File: src/rtl/i2c_rx_pkg.sv
package i2c_rx_pkg;

    localparam int BYTE_W = 8;

    // upper five bits of a 10-bit high address byte
    localparam logic [4:0] TENBIT_TAG = 5'b11110;

    typedef enum logic [2:0] {
        RX_IDLE,
        RX_ADDR_HI,
        RX_ADDR_LO,
        RX_DATA,
        RX_STRETCH,
        RX_SKIP
    } rx_state_t;

endpackage

File: src/rtl/i2c_pin_sync.sv
module i2c_pin_sync #(
    parameter int STAGES = 2
) (
    input  logic clk,
    input  logic rst_n,
    input  logic scl_i,
    input  logic sda_i,
    output logic sda_s,
    output logic scl_rise,
    output logic scl_fall,
    output logic start_det,
    output logic stop_det
);

    localparam int LINES = 2;

    logic [LINES-1:0] pins;
    logic [LINES-1:0] synced;
    logic [LINES-1:0] prev;
    logic             scl_s;
    logic             scl_d;
    logic             sda_d;

    assign pins = {sda_i, scl_i};

    genvar g;
    generate
        for (g = 0; g < LINES; g++) begin : g_line
            logic [STAGES-1:0] chain;
            always_ff @(posedge clk or negedge rst_n) begin
                if (!rst_n) begin
                    chain <= '1;
                end else begin
                    chain <= {chain[STAGES-2:0], pins[g]};
                end
            end
            assign synced[g] = chain[STAGES-1];
        end
    endgenerate

    always_ff @(posedge clk or negedge rst_n) begin
        if (!rst_n) begin
            prev <= '1;
        end else begin
            prev <= synced;
        end
    end

    assign scl_s = synced[0];
    assign sda_s = synced[1];
    assign scl_d = prev[0];
    assign sda_d = prev[1];

    assign scl_rise  = scl_s & ~scl_d;
    assign scl_fall  = ~scl_s & scl_d;
    assign start_det = scl_s & scl_d & sda_d & ~sda_s;
    assign stop_det  = scl_s & scl_d & ~sda_d & sda_s;

endmodule

File: src/rtl/i2c_bit_shift.sv
module i2c_bit_shift #(
    parameter int BYTE_W = 8
) (
    input  logic              clk,
    input  logic              rst_n,
    input  logic              sda_s,
    input  logic              scl_rise,
    input  logic              scl_fall,
    input  logic              start_det,
    input  logic              stop_det,
    output logic [BYTE_W-1:0] sr,
    output logic              decide,
    output logic              fin
);

    localparam int CW = $clog2(BYTE_W + 2);
    localparam logic [CW-1:0] CNT_LAST = CW'(BYTE_W);
    localparam logic [CW-1:0] CNT_ACK  = CW'(BYTE_W + 1);

    logic [CW-1:0] cnt;

    always_ff @(posedge clk or negedge rst_n) begin
        if (!rst_n) begin
            cnt <= '0;
            sr  <= '0;
        end else if (start_det || stop_det) begin
            cnt <= '0;
        end else if (scl_rise) begin
            if (cnt < CNT_LAST) begin
                sr  <= {sr[BYTE_W-2:0], sda_s};
                cnt <= cnt + 1'b1;
            end else if (cnt == CNT_LAST) begin
                cnt <= CNT_ACK;
            end
        end else if (scl_fall && cnt == CNT_ACK) begin
            cnt <= '0;
        end
    end

    // eighth falling edge: byte complete; ninth: acknowledge slot ends
    assign decide = scl_fall && (cnt == CNT_LAST);
    assign fin    = scl_fall && (cnt == CNT_ACK);

endmodule

File: src/rtl/i2c_rx_ctrl.sv
module i2c_rx_ctrl
    import i2c_rx_pkg::*;
(
    input  logic              clk,
    input  logic              rst_n,
    input  logic              mode10,
    input  logic              start_det,
    input  logic              stop_det,
    input  logic              decide,
    input  logic              fin,
    input  logic [BYTE_W-1:0] sr,
    input  logic              adr_we,
    input  logic [BYTE_W-1:0] adr_wdata,
    input  logic              buf_re,
    input  logic              ovf_clr,
    input  logic              irq_clr,
    output logic [BYTE_W-1:0] buf_data,
    output logic              buf_full,
    output logic              ovf,
    output logic              irq,
    output logic              upd_adr,
    output logic              scl_pull,
    output logic              sda_pull
);

    rx_state_t         state, state_n, pend_nxt, resume_q, after_c;
    logic [BYTE_W-1:0] adr_q;
    logic              ten_done;
    logic              pend_hit, pend_ua, ack_q;
    logic              hit_c, ua_c, acc_c, in_rx, hi_ok;

    assign in_rx = (state == RX_ADDR_HI) || (state == RX_ADDR_LO) || (state == RX_DATA);
    assign hi_ok = (sr[7:3] == TENBIT_TAG) && (sr[7:1] == adr_q[7:1]);

    // byte classification at the eighth falling edge
    always_comb begin
        hit_c   = 1'b0;
        ua_c    = 1'b0;
        after_c = RX_SKIP;
        unique case (state)
            RX_ADDR_HI: begin
                if (!mode10) begin
                    hit_c   = (sr[7:1] == adr_q[7:1]);
                    after_c = sr[0] ? RX_SKIP : RX_DATA;
                end else if (ten_done) begin
                    hit_c   = hi_ok;
                    after_c = sr[0] ? RX_SKIP : RX_DATA;
                end else begin
                    hit_c   = hi_ok && !sr[0];
                    ua_c    = 1'b1;
                    after_c = RX_ADDR_LO;
                end
            end
            RX_ADDR_LO: begin
                hit_c   = (sr == adr_q);
                ua_c    = 1'b1;
                after_c = RX_DATA;
            end
            RX_DATA: begin
                hit_c   = 1'b1;
                after_c = RX_DATA;
            end
            default: begin
                hit_c = 1'b0;
            end
        endcase
        acc_c = hit_c && !buf_full && !ovf;
    end

    // next-state logic
    always_comb begin
        state_n = state;
        if (stop_det) begin
            state_n = RX_IDLE;
        end else if (start_det) begin
            state_n = RX_ADDR_HI;
        end else begin
            unique case (state)
                RX_ADDR_HI, RX_ADDR_LO, RX_DATA: begin
                    if (decide && !hit_c) begin
                        state_n = RX_SKIP;
                    end else if (fin && pend_hit) begin
                        state_n = pend_nxt;
                    end
                end
                RX_STRETCH: begin
                    if (adr_we) begin
                        state_n = resume_q;
                    end
                end
                default: begin
                    state_n = state;
                end
            endcase
        end
    end

    // state register
    always_ff @(posedge clk or negedge rst_n) begin
        if (!rst_n) begin
            state <= RX_IDLE;
        end else begin
            state <= state_n;
        end
    end

    // datapath and status flags
    always_ff @(posedge clk or negedge rst_n) begin
        if (!rst_n) begin
            adr_q    <= '0;
            ten_done <= 1'b0;
            pend_hit <= 1'b0;
            pend_ua  <= 1'b0;
            ack_q    <= 1'b0;
            pend_nxt <= RX_IDLE;
            resume_q <= RX_IDLE;
            buf_data <= '0;
            buf_full <= 1'b0;
            ovf      <= 1'b0;
            irq      <= 1'b0;
            upd_adr  <= 1'b0;
        end else begin
            if (adr_we) begin
                adr_q <= adr_wdata;
            end

            if (start_det || stop_det) begin
                pend_hit <= 1'b0;
                pend_ua  <= 1'b0;
                ack_q    <= 1'b0;
            end else if (decide && in_rx) begin
                pend_hit <= hit_c;
                pend_ua  <= ua_c && acc_c;
                ack_q    <= acc_c;
                resume_q <= after_c;
                if (ua_c && acc_c) begin
                    pend_nxt <= RX_STRETCH;
                end else if (acc_c) begin
                    pend_nxt <= after_c;
                end else begin
                    pend_nxt <= RX_SKIP;
                end
            end else if (fin) begin
                pend_hit <= 1'b0;
                pend_ua  <= 1'b0;
                ack_q    <= 1'b0;
            end

            if (stop_det) begin
                ten_done <= 1'b0;
            end else if (decide && state == RX_ADDR_LO && acc_c) begin
                ten_done <= 1'b1;
            end

            if (decide && in_rx && acc_c) begin
                buf_data <= sr;
            end

            if (decide && in_rx && acc_c) begin
                buf_full <= 1'b1;
            end else if (buf_re) begin
                buf_full <= 1'b0;
            end

            if (decide && in_rx && hit_c && buf_full) begin
                ovf <= 1'b1;
            end else if (ovf_clr) begin
                ovf <= 1'b0;
            end

            if (fin && pend_hit) begin
                irq <= 1'b1;
            end else if (irq_clr) begin
                irq <= 1'b0;
            end

            if (fin && pend_ua) begin
                upd_adr <= 1'b1;
            end else if (adr_we) begin
                upd_adr <= 1'b0;
            end
        end
    end

    // pin outputs
    always_comb begin
        sda_pull = ack_q;
        scl_pull = (state == RX_STRETCH);
    end

    AST_NACK_WHEN_BUSY: assert property (@(posedge clk) disable iff (!rst_n)
        (decide && in_rx && (buf_full || ovf)) |=> !sda_pull);
    AST_ACK_IN_RX: assert property (@(posedge clk) disable iff (!rst_n)
        sda_pull |-> in_rx);
    AST_LOAD_SETS_FULL: assert property (@(posedge clk) disable iff (!rst_n)
        !$stable(buf_data) |-> buf_full);
    AST_IRQ_AT_NINTH: assert property (@(posedge clk) disable iff (!rst_n)
        $rose(irq) |-> $past(fin));
    AST_OVF_STICKY: assert property (@(posedge clk) disable iff (!rst_n)
        (ovf && !ovf_clr) |=> ovf);
    AST_STRETCH_FLAG: assert property (@(posedge clk) disable iff (!rst_n)
        scl_pull |-> upd_adr);

endmodule

File: src/rtl/i2c_rx_slave.sv
module i2c_rx_slave
    import i2c_rx_pkg::*;
#(
    parameter int SYNC_STAGES = 2
) (
    input  logic       clk,
    input  logic       rst_n,
    input  logic       mode10,
    input  logic       scl_i,
    input  logic       sda_i,
    output logic       scl_pull,
    output logic       sda_pull,
    input  logic       adr_we,
    input  logic [7:0] adr_wdata,
    input  logic       buf_re,
    output logic [7:0] buf_data,
    output logic       buf_full,
    input  logic       ovf_clr,
    output logic       ovf,
    input  logic       irq_clr,
    output logic       irq,
    output logic       upd_adr
);

    logic              sda_s, scl_rise, scl_fall, start_det, stop_det;
    logic              decide, fin;
    logic [BYTE_W-1:0] sr;

    i2c_pin_sync #(.STAGES(SYNC_STAGES)) u_sync (
        .clk       (clk),
        .rst_n     (rst_n),
        .scl_i     (scl_i),
        .sda_i     (sda_i),
        .sda_s     (sda_s),
        .scl_rise  (scl_rise),
        .scl_fall  (scl_fall),
        .start_det (start_det),
        .stop_det  (stop_det)
    );

    i2c_bit_shift #(.BYTE_W(BYTE_W)) u_shift (
        .clk       (clk),
        .rst_n     (rst_n),
        .sda_s     (sda_s),
        .scl_rise  (scl_rise),
        .scl_fall  (scl_fall),
        .start_det (start_det),
        .stop_det  (stop_det),
        .sr        (sr),
        .decide    (decide),
        .fin       (fin)
    );

    i2c_rx_ctrl u_ctrl (
        .clk       (clk),
        .rst_n     (rst_n),
        .mode10    (mode10),
        .start_det (start_det),
        .stop_det  (stop_det),
        .decide    (decide),
        .fin       (fin),
        .sr        (sr),
        .adr_we    (adr_we),
        .adr_wdata (adr_wdata),
        .buf_re    (buf_re),
        .ovf_clr   (ovf_clr),
        .irq_clr   (irq_clr),
        .buf_data  (buf_data),
        .buf_full  (buf_full),
        .ovf       (ovf),
        .irq       (irq),
        .upd_adr   (upd_adr),
        .scl_pull  (scl_pull),
        .sda_pull  (sda_pull)
    );

endmodule

File: config.mk
export PLATFORM = sky130hd
export DESIGN_NAME = i2c_rx_slave
export DESIGN_NICKNAME = d
export VERILOG_FILES = /design/src/rtl/i2c_rx_pkg.sv /design/src/rtl/i2c_pin_sync.sv /design/src/rtl/i2c_bit_shift.sv /design/src/rtl/i2c_rx_ctrl.sv /design/src/rtl/i2c_rx_slave.sv
export SDC_FILE = /design/constraint.sdc
export NUM_CORES = 1
export LEC_CHECK = 0
export ABC_AREA = 1
export BUFFER_PORTS_ARGS = -buffer_cell sky130_fd_sc_hd__buf_2
export CAP_MARGIN = 20
export CORE_ASPECT_RATIO = 1.1
export CORE_MARGIN = 3
export CORE_UTILIZATION = 30
export DETAILED_ROUTE_END_ITERATION = 7
export SYNTH_ARGS = -nofsm -noshare
export SYNTH_HDL_FRONTEND = slang
export SYNTH_HIERARCHICAL = 1
export SYNTH_SLANG_ARGS = --single-unit
File: constraint.sdc
create_clock -name clk -period 3.7 [get_ports clk]
set_clock_uncertainty 0.15 [all_clocks]
set_input_delay 0.37 -clock clk [delete_from_list [all_inputs] [get_ports clk]]
set_output_delay 0.37 -clock clk [all_outputs]
set_load 0.05 [all_outputs]
# Word level (Yosys, flattened, before mapping)
# Index checks and enable logic that the tools add are counted.
word_totals:
  ff_bits: 51
  out_inout_bits: 14
  elab_cells: 121
classes:
  add_sub_neg: 1
  order_cmp: 1
  n_eq_ne: 12
  muxes: 40
  bitwise_logic: 12
  n_reduce_logical: 37
ops:
  columns: ["cell", "count"]
  rows:
  - ["$mux 3", 10]
  - ["$mux 1", 21]
  - ["$mux 4", 5]
  - ["$logic_and 1x1->1", 16]
  - ["$pmux 3 s2", 2]
  - ["$reduce_bool 2->1", 5]
  - ["$eq 4x4->1 const B", 2]
  - ["$eq 8x8->1", 1]
  - ["$ne 4x1->1 const B", 2]
  - ["$and 1x1->1", 7]
  - ["$eq 7x7->1", 1]
  - ["$eq 3x2->1 const B", 2]
  - ["$reduce_and 3->1", 2]
  - ["$reduce_bool 3->1", 2]
  - ["$eq 5x5->1 const B", 1]
  - ["$ne 5x1->1 const B", 1]
  - ["$not 1->1", 5]
  - ["$add 4x1->4 const B", 1]
  - ["$logic_not 1->1", 4]
  - ["$lt 4x4->1 const B", 1]
  - ["$reduce_and 2->1", 2]
  - ["$reduce_bool 4->1", 1]
  - ["$eq 3x1->1 const B", 1]
  - ["$eq 3x3->1 const B", 1]
  - ["other kinds (5)", 7]

# Logic depth before layout (Yosys ltp)
# Gate-level depths: netlist of the first run.
depth:
  ltp_word: 12
  depth_mapped: 15
  mapped_depth_nobuf: 14

# By module
# Netlist of the first run, hierarchy kept.
modules_own_cells:
  columns: ["mod", "instances", "cells_each", "area_per_inst_um2", "seq_area_each_um2"]
  rows:
  - ["i2c_rx_ctrl", 1, 206, 1659.1, 825.8]
  - ["i2c_bit_shift", 1, 82, 633.1, 300.3]
  - ["i2c_pin_sync", 1, 17, 198.9, 157.7]

# Worst setup path after synthesis of the first run
# Ideal clock, no wire load.
synth_timing:
  path_type: "register -> register"
  startpoint: "register u_ctrl.state[0]"
  endpoint: "register u_ctrl.state[0]"
  setup_ns: 0.117
  arrival_ns: 1.927
  setup_slack_ns: 1.506
  stages_incl_launch_ff: 8
  path_buffers: 0
  cell_sequence: "dfrtp_1 nor3_2 inv_1 or2_2 nand2_1 nand2_1 nand3_1 nand2_1"
synth_lines:
  columns: ["item", "line_no", "rtl"]
  rows:
  - ["start, declared", "i2c_rx_ctrl.sv:26", "rx_state_t state, state_n, pend_nxt, resume_q, after_c;"]
  - ["start signal, assigned", "i2c_rx_ctrl.sv:103", "state <= state_n;"]
  - ["$eq 3x3->1 *", null, null]
  - ["named net scl_pull", "i2c_rx_slave.sv:11", "output logic scl_pull,"]
  - ["$pmux 3 s2", "i2c_rx_ctrl.sv:78", "unique case (state)"]
  - ["$mux 3", "i2c_rx_ctrl.sv:75", "end else if (start_det) begin"]
  - ["$mux 3", "i2c_rx_ctrl.sv:73", "if (stop_det) begin"]
# The timed path passes the listed nets; every way through them passes the cells marked *.
# A chain may end at the register's enable or synchronous reset.

# Final worst setup path of the first run
layout_timing:
  startpoint: "register u_ctrl.state[0]"
  endpoint: "output port scl_pull"
layout_via:
  elab_chain_cells: 1
layout_rtl:
  columns: ["item", "line_no", "rtl"]
  rows:
  - ["$eq 3x3->1", "i2c_rx_ctrl.sv:188", "scl_pull = (state == RX_STRETCH);"]
  - ["end, declared", "i2c_rx_slave.sv:11", null]
# No other way between the ends.

==> metrics.csv, run 1 <==
metric,value,unit
unrepaired setup endpoints after global routing,false,
FF-to-FF setup slack,1.77,ns
Clock Sinks,51,
Die W,92.9,um
postcts setup bufs,0,
Core Area,0.00800,mm2
Synth Flop Type,dfrtp_1,
Routed WL,4.91,mm
Post-Layout Cell Count,451,
"FFs w/ async S/R, synth",1.00,
CP Class,flip-flop to output port,
Post-layout nets,362,
Worst Hold Class,primary input to flip-flop,
reg2reg path depth,8,
full die area,0.00943,mm2
Static Leak,1.49,nW
"top cells by count, synth","nand2_1 (107), inv_1 (46), dfrtp_1 (45), nor2_1 (22), o21ai_0 (13)",
Critical Path End,scl_pull,
Reg2Reg Capture Point,u_ctrl/pend_nxt[0],
first-pass GRT wire length,8.53,mm
Comb power frac,0.247,
root buf cell,clkbuf_8,
Vias/cell,4.32,
total number of vias,1949,
Max IR drop VDD,170,uV
Pwr Total,1.36,mW
post-DP HPWL,3.77,mm
synthesis-to-finish area growth,15.7,%
initial cell density of the core,0.311,
synth unique cells,32,
cell taking the most area after synthesis,dfrtp_1,
Worst Max-Slew Pin Slew,0.512,ns
vias in the first global route,1875,
Clk network pwr share,0.255,
Inserted Clock Buffers,5,
PwrDens,472,mW/mm2
Final setup viols,0,
Port Buf Inserts,30,
post-layout minimum cycle time,2.00,ns
design area,0.00288,mm2
Worst-path clk slew,0.09,ns
CP required,3.18,ns
"Seq/Total Area, Yosys",0.515,
Total GRT Usage,0.115,
Psw,0.462,mW
Clock Latency Late Sink,0.30,ns
Int Pwr,0.897,mW
Overflow after GRT,0,
H-tree levels,2,
part of the power in registers,0.498,
Place WS,1.76,ns
Setup TNS Final,0,ns
share of the synthesized area in the top cell type,0.452,
Fin. Hold Viols,0,
Placed Cells,441,
row count,34,
final period utilization,0.540,
largest net degree at the start of global routing,32,
syn_area_per_cell,8.17,um2
Crit. End Element,output port,
Final Max Tran Viols,0,
drt wl/cell,10.9,um
WHS,0.0192,ns
placed cell areas,0.00276,mm2
Critical Path Start,u_ctrl/state[0],
CP Launch Type,flip-flop,
net switching share of the total power,0.340,
Synth Net Count,325,
number of synthesized flops with an enable pin,0,
CTS tree,yes,
drt drc,0,
First DRT Iteration DRCs,57,
Post-CTS Resized,0,
Post-DRT Antenna Nets,0,
Clock Path Buffers,2,
final core utilization,0.360,
1st-pass router iterations,4,
final RePlAce weighted congestion,0.891,
"Max FO, Critical Path",5,
chip height,102,um
Max-slew headroom,0.659,
initial antenna violation count,0,
most frequent cell after synthesis,nand2_1,
CTS Hold Bufs,1,
"top cells by area, synth","dfrtp_1 (45%), nand2_1 (16%), inv_1 (6.9%)",
layout cell share with drive strength beyond 1,0.204,
post-synthesis register bit count,51,
post-route setup slack,1.70,ns
crit path DAT,1.48,ns
Synth Cell Area,0.00249,mm2
outcome,completed,
Gate Count Post-Synth,305,
worst r2r src,u_shift/cnt[0],
# IOs,31,
Yosys warning count,6,
MaxCap Viol Count,0,
Max Fclk,500,MHz
Ant. Diodes,0,
-- worst min path at each step --
stage,start,to,slack [ns],cells after the start
after floorplan,rst_n,u_ctrl/adr_q[0],-0.08,0
after CTS,scl_i,u_sync/g_line[0].chain[0],0.0004,1
after detailed placement,u_sync/g_line[1].chain[0],u_sync/g_line[1].chain[1],0.20,0
after global placement,u_sync/g_line[0].chain[0],u_sync/g_line[0].chain[1],0.20,0
after global routing,sda_i,u_sync/g_line[1].chain[0],0.001,1
final,sda_i,u_sync/g_line[1].chain[0],0.02,1
-- sequential cells by signal, summed over array words and instances, names as in the netlist, 2 cells and up --
signal / cells
u_ctrl/adr_q: 8
u_ctrl/buf_data: 8
u_shift/sr: 8
u_shift/cnt: 4
u_sync/g_line.chain: 4
u_ctrl/pend_nxt: 3
u_ctrl/resume_q: 3
u_ctrl/state: 3
u_sync/prev: 2
-- power by group through the flow --
stage,Sequential (mW),Combinational [mW],Clock [mW]
floorplan,0.671,0.261,0
global placement,0.685,0.335,0
detailed placement,0.687,0.336,0
CTS,0.676,0.339,0.366
global route,0.685,0.390,0.387
finish,0.676,0.336,0.347
-- placed cells by master, fill, tap and decap left out --
cell	synthesis	final
a21oi_1	5	5
a21oi_2	1	1
buf_2	0	30
buf_4	1	1
clkbuf_1	1	1
clkbuf_8	0	7
dfrtp_1	45	45
dfstp_2	6	6
dlygate4sd3_1	0	2
ha_1	3	3
inv_1	46	46
inv_2	3	3
nand2_1	107	107
nand2_2	4	4
nand2_4	4	4
nand3_1	12	12
nand3_2	1	1
nand4_1	3	3
nor2_1	22	22
nor2_2	1	1
nor2_4	2	2
nor3_1	1	1
nor3_2	1	1
nor3_4	1	1
o2111ai_1	1	1
o21a_1	2	2
o21ai_0	13	13
o21ai_1	5	5
o21ai_2	6	6
o22ai_1	1	1
o22ai_2	1	1
or2_2	1	1
xnor2_1	3	3
xor2_1	1	1
-- routing by layer --
| layer | part of all wire | track usage | vias to the layer above |
|---|---|---|---|
| li1 | - | - | 1004 |
| met1 | 0.46 | 0.142 | 900 |
| met2 | 0.48 | 0.194 | 37 |
| met3 | 0.038 | 0.0260 | 8 |
| met4 | 0.017 | 0.0440 | 0 |
| met5 | 0 | 0 | - |
-- cell families after synthesis --
family / after synthesis / synth area share
compound gates: 35 / 0.0879
xor+xnor: 4 / 0.0141
flops: 51 / 0.515
simple gates: 160 / 0.285
fa+ha+maj: 3 / 0.0151
buf+inv: 52 / 0.0829
-- critical path, cell delays in order (launching register included) --
cell and delay [ns]:
dfrtp_1 0.46, nor3_2 0.38, buf_2 0.34
-- area by class of cell --
type,count,area (um2)
tap,108,135
multi-input combinational,202,1000
timing repair buffer,33,178
clock buffer,8,100
sequential,51,1280
inverter,49,184
fill,854,5120
Note: power is estimated with default switching activity, not from simulation.
==> run 2: changes to the inputs <==
==> constraint.sdc (replaced) <==
create_clock -name clk -period 1.81 [get_ports clk]
set_clock_uncertainty 0.15 [all_clocks]
set_input_delay 0.181 -clock clk [delete_from_list [all_inputs] [get_ports clk]]
set_output_delay 0.181 -clock clk [all_outputs]
set_load 0.05 [all_outputs]
==> run 2 against run 1 <==
Effect of this change:
- the run now ends with negative setup slack left
- largest power group unchanged
- setup slack worse by 1.7 ns
- power up 130%
- critical path type is now flip-flop to flip-flop
- worst hold slack better by 0.046 ns
- core utilization up 5.5 points
==> metrics.csv, run 2 (same netlist as run 1, synthesis figures left out) <==
metric,value,unit,change
design area,0.00332,mm2,+15%
Die W,92.9,um,unchanged
H-tree levels,2,,unchanged
Max-slew headroom,0.533,,-0.126
largest registers,"u_ctrl/adr_q (8), u_ctrl/buf_data (8), u_shift/sr (8)",,
Hold Crit Start,adr_we,,
total number of vias,2138,,+9.7%
MaxCap Viol Count,0,,unchanged
failing checks,negative setup slack,,
Overflow after GRT,0,,unchanged
Fin. Hold Viols,0,,unchanged
CP max stage cell,nor3_1,,
Core Area,0.00800,mm2,unchanged
post-DP HPWL,4.08,mm,+8.3%
Clock Latency Late Sink,0.31,ns,about the same
drt wl/cell,11.4,um,+4.2%
synthesis-to-finish area growth,33.2,%,
largest stage delay on the critical path,0.59,ns,+0.13 ns
Routed WL,5.59,mm,+14%
CP Launch Type,flip-flop,,
# IOs,31,,unchanged
PwrDens,930,mW/mm2,+97%
Post-layout nets,403,,+11%
Port Buf Inserts,30,,unchanged
outcome,finished with violations,,
Crit. End Element,flip-flop,,
Final setup viols,1,,+1
row count,34,,unchanged
Critical Path Start,u_ctrl/state[2],,
initial cell density of the core,0.311,,unchanged
Post-DRT Antenna Nets,0,,unchanged
"most common cell after layout, fill and taps aside",nand2_1,,
CP Class,flip-flop to flip-flop,,
post-route setup slack,-0.0235,ns,-1.73 ns
largest net degree at the start of global routing,31,,-3.1%
full die area,0.00943,mm2,unchanged
vias in the first global route,2136,,+14%
Max IR drop VDD,340,uV,+100%
"most used cell, CP",nand2_1,,
final period utilization,1.01,,
Clock Sinks,51,,unchanged
Final Max Tran Viols,0,,unchanged
Inserted Clock Buffers,5,,unchanged
chip height,102,um,unchanged
1st-pass router iterations,4,,unchanged
drt drc,0,,unchanged
Worst-path clk slew,0.11,ns,+0.02 ns
crit path DAT,1.93,ns,+0.45 ns
Ant. Diodes,0,,unchanged
worst r2r src,u_ctrl/state[2],,
initial antenna violation count,0,,unchanged
Place WS,-0.0601,ns,-1.82 ns
Total GRT Usage,0.127,,+0.0120
root buf cell,clkbuf_8,,
post-layout minimum cycle time,1.83,ns,
layout cell share with drive strength beyond 1,0.302,,+0.0980
first-pass GRT wire length,9.63,mm,+13%
Static Leak,1.72,nW,+15%
CP required,1.91,ns,-1.27 ns
First DRT Iteration DRCs,91,,+60%
final RePlAce weighted congestion,0.838,,-5.9%
Max Fclk,545,MHz,
Vias/cell,4.35,,+0.56%
"commonest cells after routing, fill and taps aside","nand2_1 (104), dfrtp_1 (45), inv_1 (40)",,
CTS tree,yes,,
Worst Max-Slew Pin Slew,0.695,ns,+0.183 ns
Setup TNS Final,-0.0235,ns,-0.0235 ns
unrepaired setup endpoints after global routing,true,,
worst path cell trace,inv_2 > nand2_1 > nor3_1 > nor2_1 > nand4_1 > nand2_1 > o21ai_1,,
"Max FO, Critical Path",3,,-2
Clock Path Buffers,2,,unchanged
Worst Hold Class,primary input to flip-flop,,
placed cell areas,0.00296,mm2,+7.0%
## run 2: cell types whose count changed in the layout (fill, tap and decap cells not counted), sizes merged
cell	delta
inv	+1
buf	+29
clkinv	+2
dlygate4sd3	+12
clkbuf	-3
## run 2: worst max-delay path: cells and delay by family (launching register included)
| family | cells | cell delay [ns] |
|---|---|---|
| compound gates | 1 | 0.07 |
| buf+inv | 1 | 0.11 |
| flops | 1 | 0.45 |
| simple gates | 5 | 1.00 |
## run 2: final timing paths
kind	slack [ns]	end	depth (start not counted)
worst max-delay path	-0.02	u_ctrl/pend_nxt[2]	7
worst min-delay path	0.06	u_ctrl/adr_q[5]	3
worst max register to register	-0.02	u_ctrl/pend_nxt[2]	7
worst min register to register	0.21	u_sync/g_line[0].chain[1]	0
max in group asynchronous	0.73	u_shift/sr[3]	3
min in group asynchronous	0.23	u_shift/sr[0]	2
## run 2: stage by stage
| step | instances | power (mW) | hold WS, ns | util |
|---|---|---|---|---|
| 2_1_floorplan | 305 | 1.93 | -0.265 | - |
| 3_3_place_gp | 464 | 2.24 | 0.0422 | 0.370 |
| 3_5_place_dp | 464 | 2.25 | 0.0380 | 0.370 |
| 4_1_cts | 487 | 3.00 | 0.0624 | 0.401 |
| 5_1_grt | 492 | 3.29 | 0.0901 | 0.415 |
| 6_report | 492 | 3.09 | 0.0648 | 0.415 |
## run 2: final cells by class
type,instances,area (um2)
clock buffer,5,68.8
clock inverter,3,28.8
fill,835,4680
inverter,49,189
multi-input combinational,202,1070
sequential,51,1280
tap,108,135
timing repair buffer,74,546
## run 2: layer usage
metal	vias up	global-route usage	wire length, um
met5	-	0	0
met4	0	0.0406	87
met3	6	0.0223	147
met2	33	0.217	2760
met1	1008	0.163	2590
li1	1091	-	-
## run 2: where the power goes
| part | internal (mW) | switching, mW |
|---|---|---|
| clock | 0.288 | 0.427 |
| combinational | 0.422 | 0.593 |
| sequential | 1.25 | 0.104 |
## run 2: what timing repair did
action                     4_1_cts  5_1_grt
hold buffers                    14        0
resized for setup                3       26
setup endpoints to repair       14       26
hold endpoints to repair        28        0
pin swaps                        0        6
buffers inserted                 1        5
==> run 3: changes to the inputs <==
--- a/config.mk
+++ b/config.mk
@@ -10,8 +10,9 @@
 export CAP_MARGIN = 20
 export CORE_ASPECT_RATIO = 1.1
 export CORE_MARGIN = 3
-export CORE_UTILIZATION = 30
+export CORE_UTILIZATION = 50
 export DETAILED_ROUTE_END_ITERATION = 7
+export PLACE_DENSITY = 0.73
 export SYNTH_ARGS = -nofsm -noshare
 export SYNTH_HDL_FRONTEND = slang
 export SYNTH_HIERARCHICAL = 1
==> run 3 against run 2 <==
Effect of this change:
- the flow now finishes without violations
- first-iteration DRC count grew 100%
- highest routed layer unchanged
- final cell count down 11%
- clock power down 9.5%
- core utilization up 28 points
- largest power group unchanged
- worst hold slack better by 0.0063 ns
==> metrics.csv, run 3 (same netlist as run 1, synthesis figures left out) <==
metric,value,unit,change
outcome,completed,,
Reg2Reg Capture Point,u_ctrl/state[0],,
synthesis-to-finish area growth,31.3,%,
CP Launch Type,flip-flop,,
largest net degree at the start of global routing,30,,-3.2%
Final Max Tran Viols,0,,unchanged
WHS,0.0711,ns,+0.00629 ns
CP max stage cell,dfstp_2,,
Max-slew headroom,0.644,,+0.111
Clock Sinks,51,,unchanged
Overflow after GRT,0,,unchanged
Worst Hold Class,primary input to flip-flop,,
Routed WL,5.59,mm,about the same
Static Leak,1.69,nW,-1.5%
total number of vias,2184,,+2.2%
Worst-path clk slew,0.10,ns,about the same
CTS tree,yes,,
first-pass GRT wire length,9.23,mm,-4.2%
WHS Endpoint,u_ctrl/adr_q[5],,
post-DP HPWL,3.85,mm,-5.8%
root buf cell,clkbuf_8,,
crit path DAT,1.79,ns,-0.14 ns
Post-DRT Antenna Nets,0,,unchanged
Port Buf Inserts,30,,unchanged
family with the most delay on the worst path,simple AND/OR/NAND/NOR gates,,
Inserted Clock Buffers,5,,unchanged
worst r2r src,u_sync/prev[0],,
Fillers,368,,-56%
placed cell areas,0.00287,mm2,-3.0%
Max Fclk,574,MHz,+5.2%
final period utilization,0.963,,-0.0502
largest registers,"u_ctrl/adr_q (8), u_ctrl/buf_data (8), u_shift/sr (8)",,
Die W,73.3,um,-21%
CP required,1.86,ns,-0.05 ns
design area,0.00327,mm2,-1.4%
row count,26,,-24%
initial cell density of the core,0.528,,+0.217
Final setup viols,0,,-1
Clock Latency Late Sink,0.31,ns,about the same
full die area,0.00587,mm2,-38%
H-tree levels,2,,unchanged
Total GRT Usage,0.203,,+0.0764
1st-pass router iterations,4,,unchanged
"commonest cells after routing, fill and taps aside","nand2_1 (99), dfrtp_1 (43), inv_1 (37)",,
FF-to-FF setup slack,0.07,ns,+0.09 ns
final core utilization,0.693,,+0.278
PwrDens,965,mW/mm2,+3.8%
"most used cell, CP",nand2_2,,
CP Class,flip-flop to flip-flop,,
largest stage delay on the critical path,0.56,ns,-0.03 ns
final RePlAce weighted congestion,0.837,,-0.21%
drt drc,0,,unchanged
vias in the first global route,2138,,+0.094%
Clock Path Buffers,2,,unchanged
Fin. Hold Viols,0,,unchanged
Worst Max-Slew Pin Slew,0.534,ns,-0.161 ns
Core Area,0.00472,mm2,-41%
Cells on Worst Hold Path,3,,unchanged
unrepaired setup endpoints after global routing,true,,
post-layout minimum cycle time,1.74,ns,-0.0909 ns
worst path cell trace,inv_1 > nor2_2 > nand2_2 > nor2_4 > nand3_2 > nand2_2 > nand2_4 > buf_4 > nand3_1 > nand2_1,,
Max IR drop VDD,594,uV,+75%
"Max FO, Critical Path",4,,+1
Ant. Diodes,0,,unchanged
Vias/cell,4.99,,+15%
# IOs,31,,unchanged
Hold Crit Start,adr_we,,
initial antenna violation count,0,,unchanged
layout cell share with drive strength beyond 1,0.338,,+0.0356
MaxCap Viol Count,0,,unchanged
reg2reg path depth,10,,+3
chip height,80.0,um,-21%
"most common cell after layout, fill and taps aside",nand2_1,,
First DRT Iteration DRCs,183,,+100%
Post-layout nets,401,,-0.50%
Crit. End Element,flip-flop,,
drt wl/cell,12.8,um,+12%
"Buf+Inv Stages, Crit Path",2,,+1
==> run 3: routing by layer <==
metal | vias up | track usage | wire length [um]
met3 | 10 | 0.0428 | 304
met2 | 72 | 0.349 | 2770
met1 | 1014 | 0.253 | 2420
met4 | 0 | 0.0634 | 95
met5 | - | 0 | 0
li1 | 1088 | - | -
==> run 3: metrics by stage <==
| stage | std cells | total power, mW | setup slack (ns) | TNS, ns |
|---|---|---|---|---|
| after global routing | 438 | 3.35 | -0.0668 | -0.569 |
| after floorplan | 305 | 1.93 | -0.0248 | -0.0532 |
| after global placement | 409 | 2.23 | 0.0356 | 0 |
| final | 438 | 3.16 | 0.0675 | 0 |
| after detailed placement | 409 | 2.25 | -0.0167 | -0.0167 |
| after CTS | 431 | 2.91 | 0.000898 | 0 |
==> run 3: repair_timing <==
action	in CTS	in global routing
resized for setup	2	44
hold buffers	14	0
hold endpoints to repair	29	0
pin swaps	0	15
setup buffers	0	7
endpoints found under the setup margin	5	35
==> run 3: cell type report <==
type / count / area [um2] / area share
Sequential cell: 51 / 1290 / 0.393
Clock buffer: 6 / 72.6 / 0.0222
Inverter: 49 / 189 / 0.0578
Tap cell: 56 / 70.1 / 0.0214
Clock inverter: 2 / 12.5 / 0.00383
Multi-Input combinational cell: 202 / 1110 / 0.340
Timing Repair Buffer: 72 / 527 / 0.161
==> run 3: how the worst max path moves through the flow <==
stage	endpoint	depth (start not counted)	slack, ns	startpoint
2_1_floorplan	u_ctrl/state[0]	8	-0.02	u_ctrl/state[2]
3_3_place_gp	u_ctrl/state[2]	14	0.04	u_shift/sr[3]
3_5_place_dp	u_ctrl/pend_nxt[0]	8	-0.02	u_sync/prev[0]
4_1_cts	u_shift/sr[7]	7	0.0009	u_sync/g_line[0].chain[1]
5_1_grt	u_ctrl/state[0]	11	-0.07	u_ctrl/state[1]
6_report	u_ctrl/state[0]	10	0.07	u_sync/prev[0]
==> run 3: where the power goes <==
group          switching [mW]  leakage [nW]  internal (mW)  total (mW)
Sequential              0.111         0.641           1.25        1.37
Combinational           0.662          1.01          0.482        1.14
Clock                   0.376        0.0412          0.271       0.647
Total                    1.15          1.69           2.01        3.16
==> run 3: worst reg2reg max path: stages (launching register included) <==
cell and delay [ns]:
dfstp_2 0.56, inv_1 0.05, nor2_2 0.08, nand2_2 0.08, nor2_4 0.15, nand3_2 0.14, nand2_2 0.12, nand2_4 0.07
buf_4 0.14, nand3_1 0.06, nand2_1 0.05
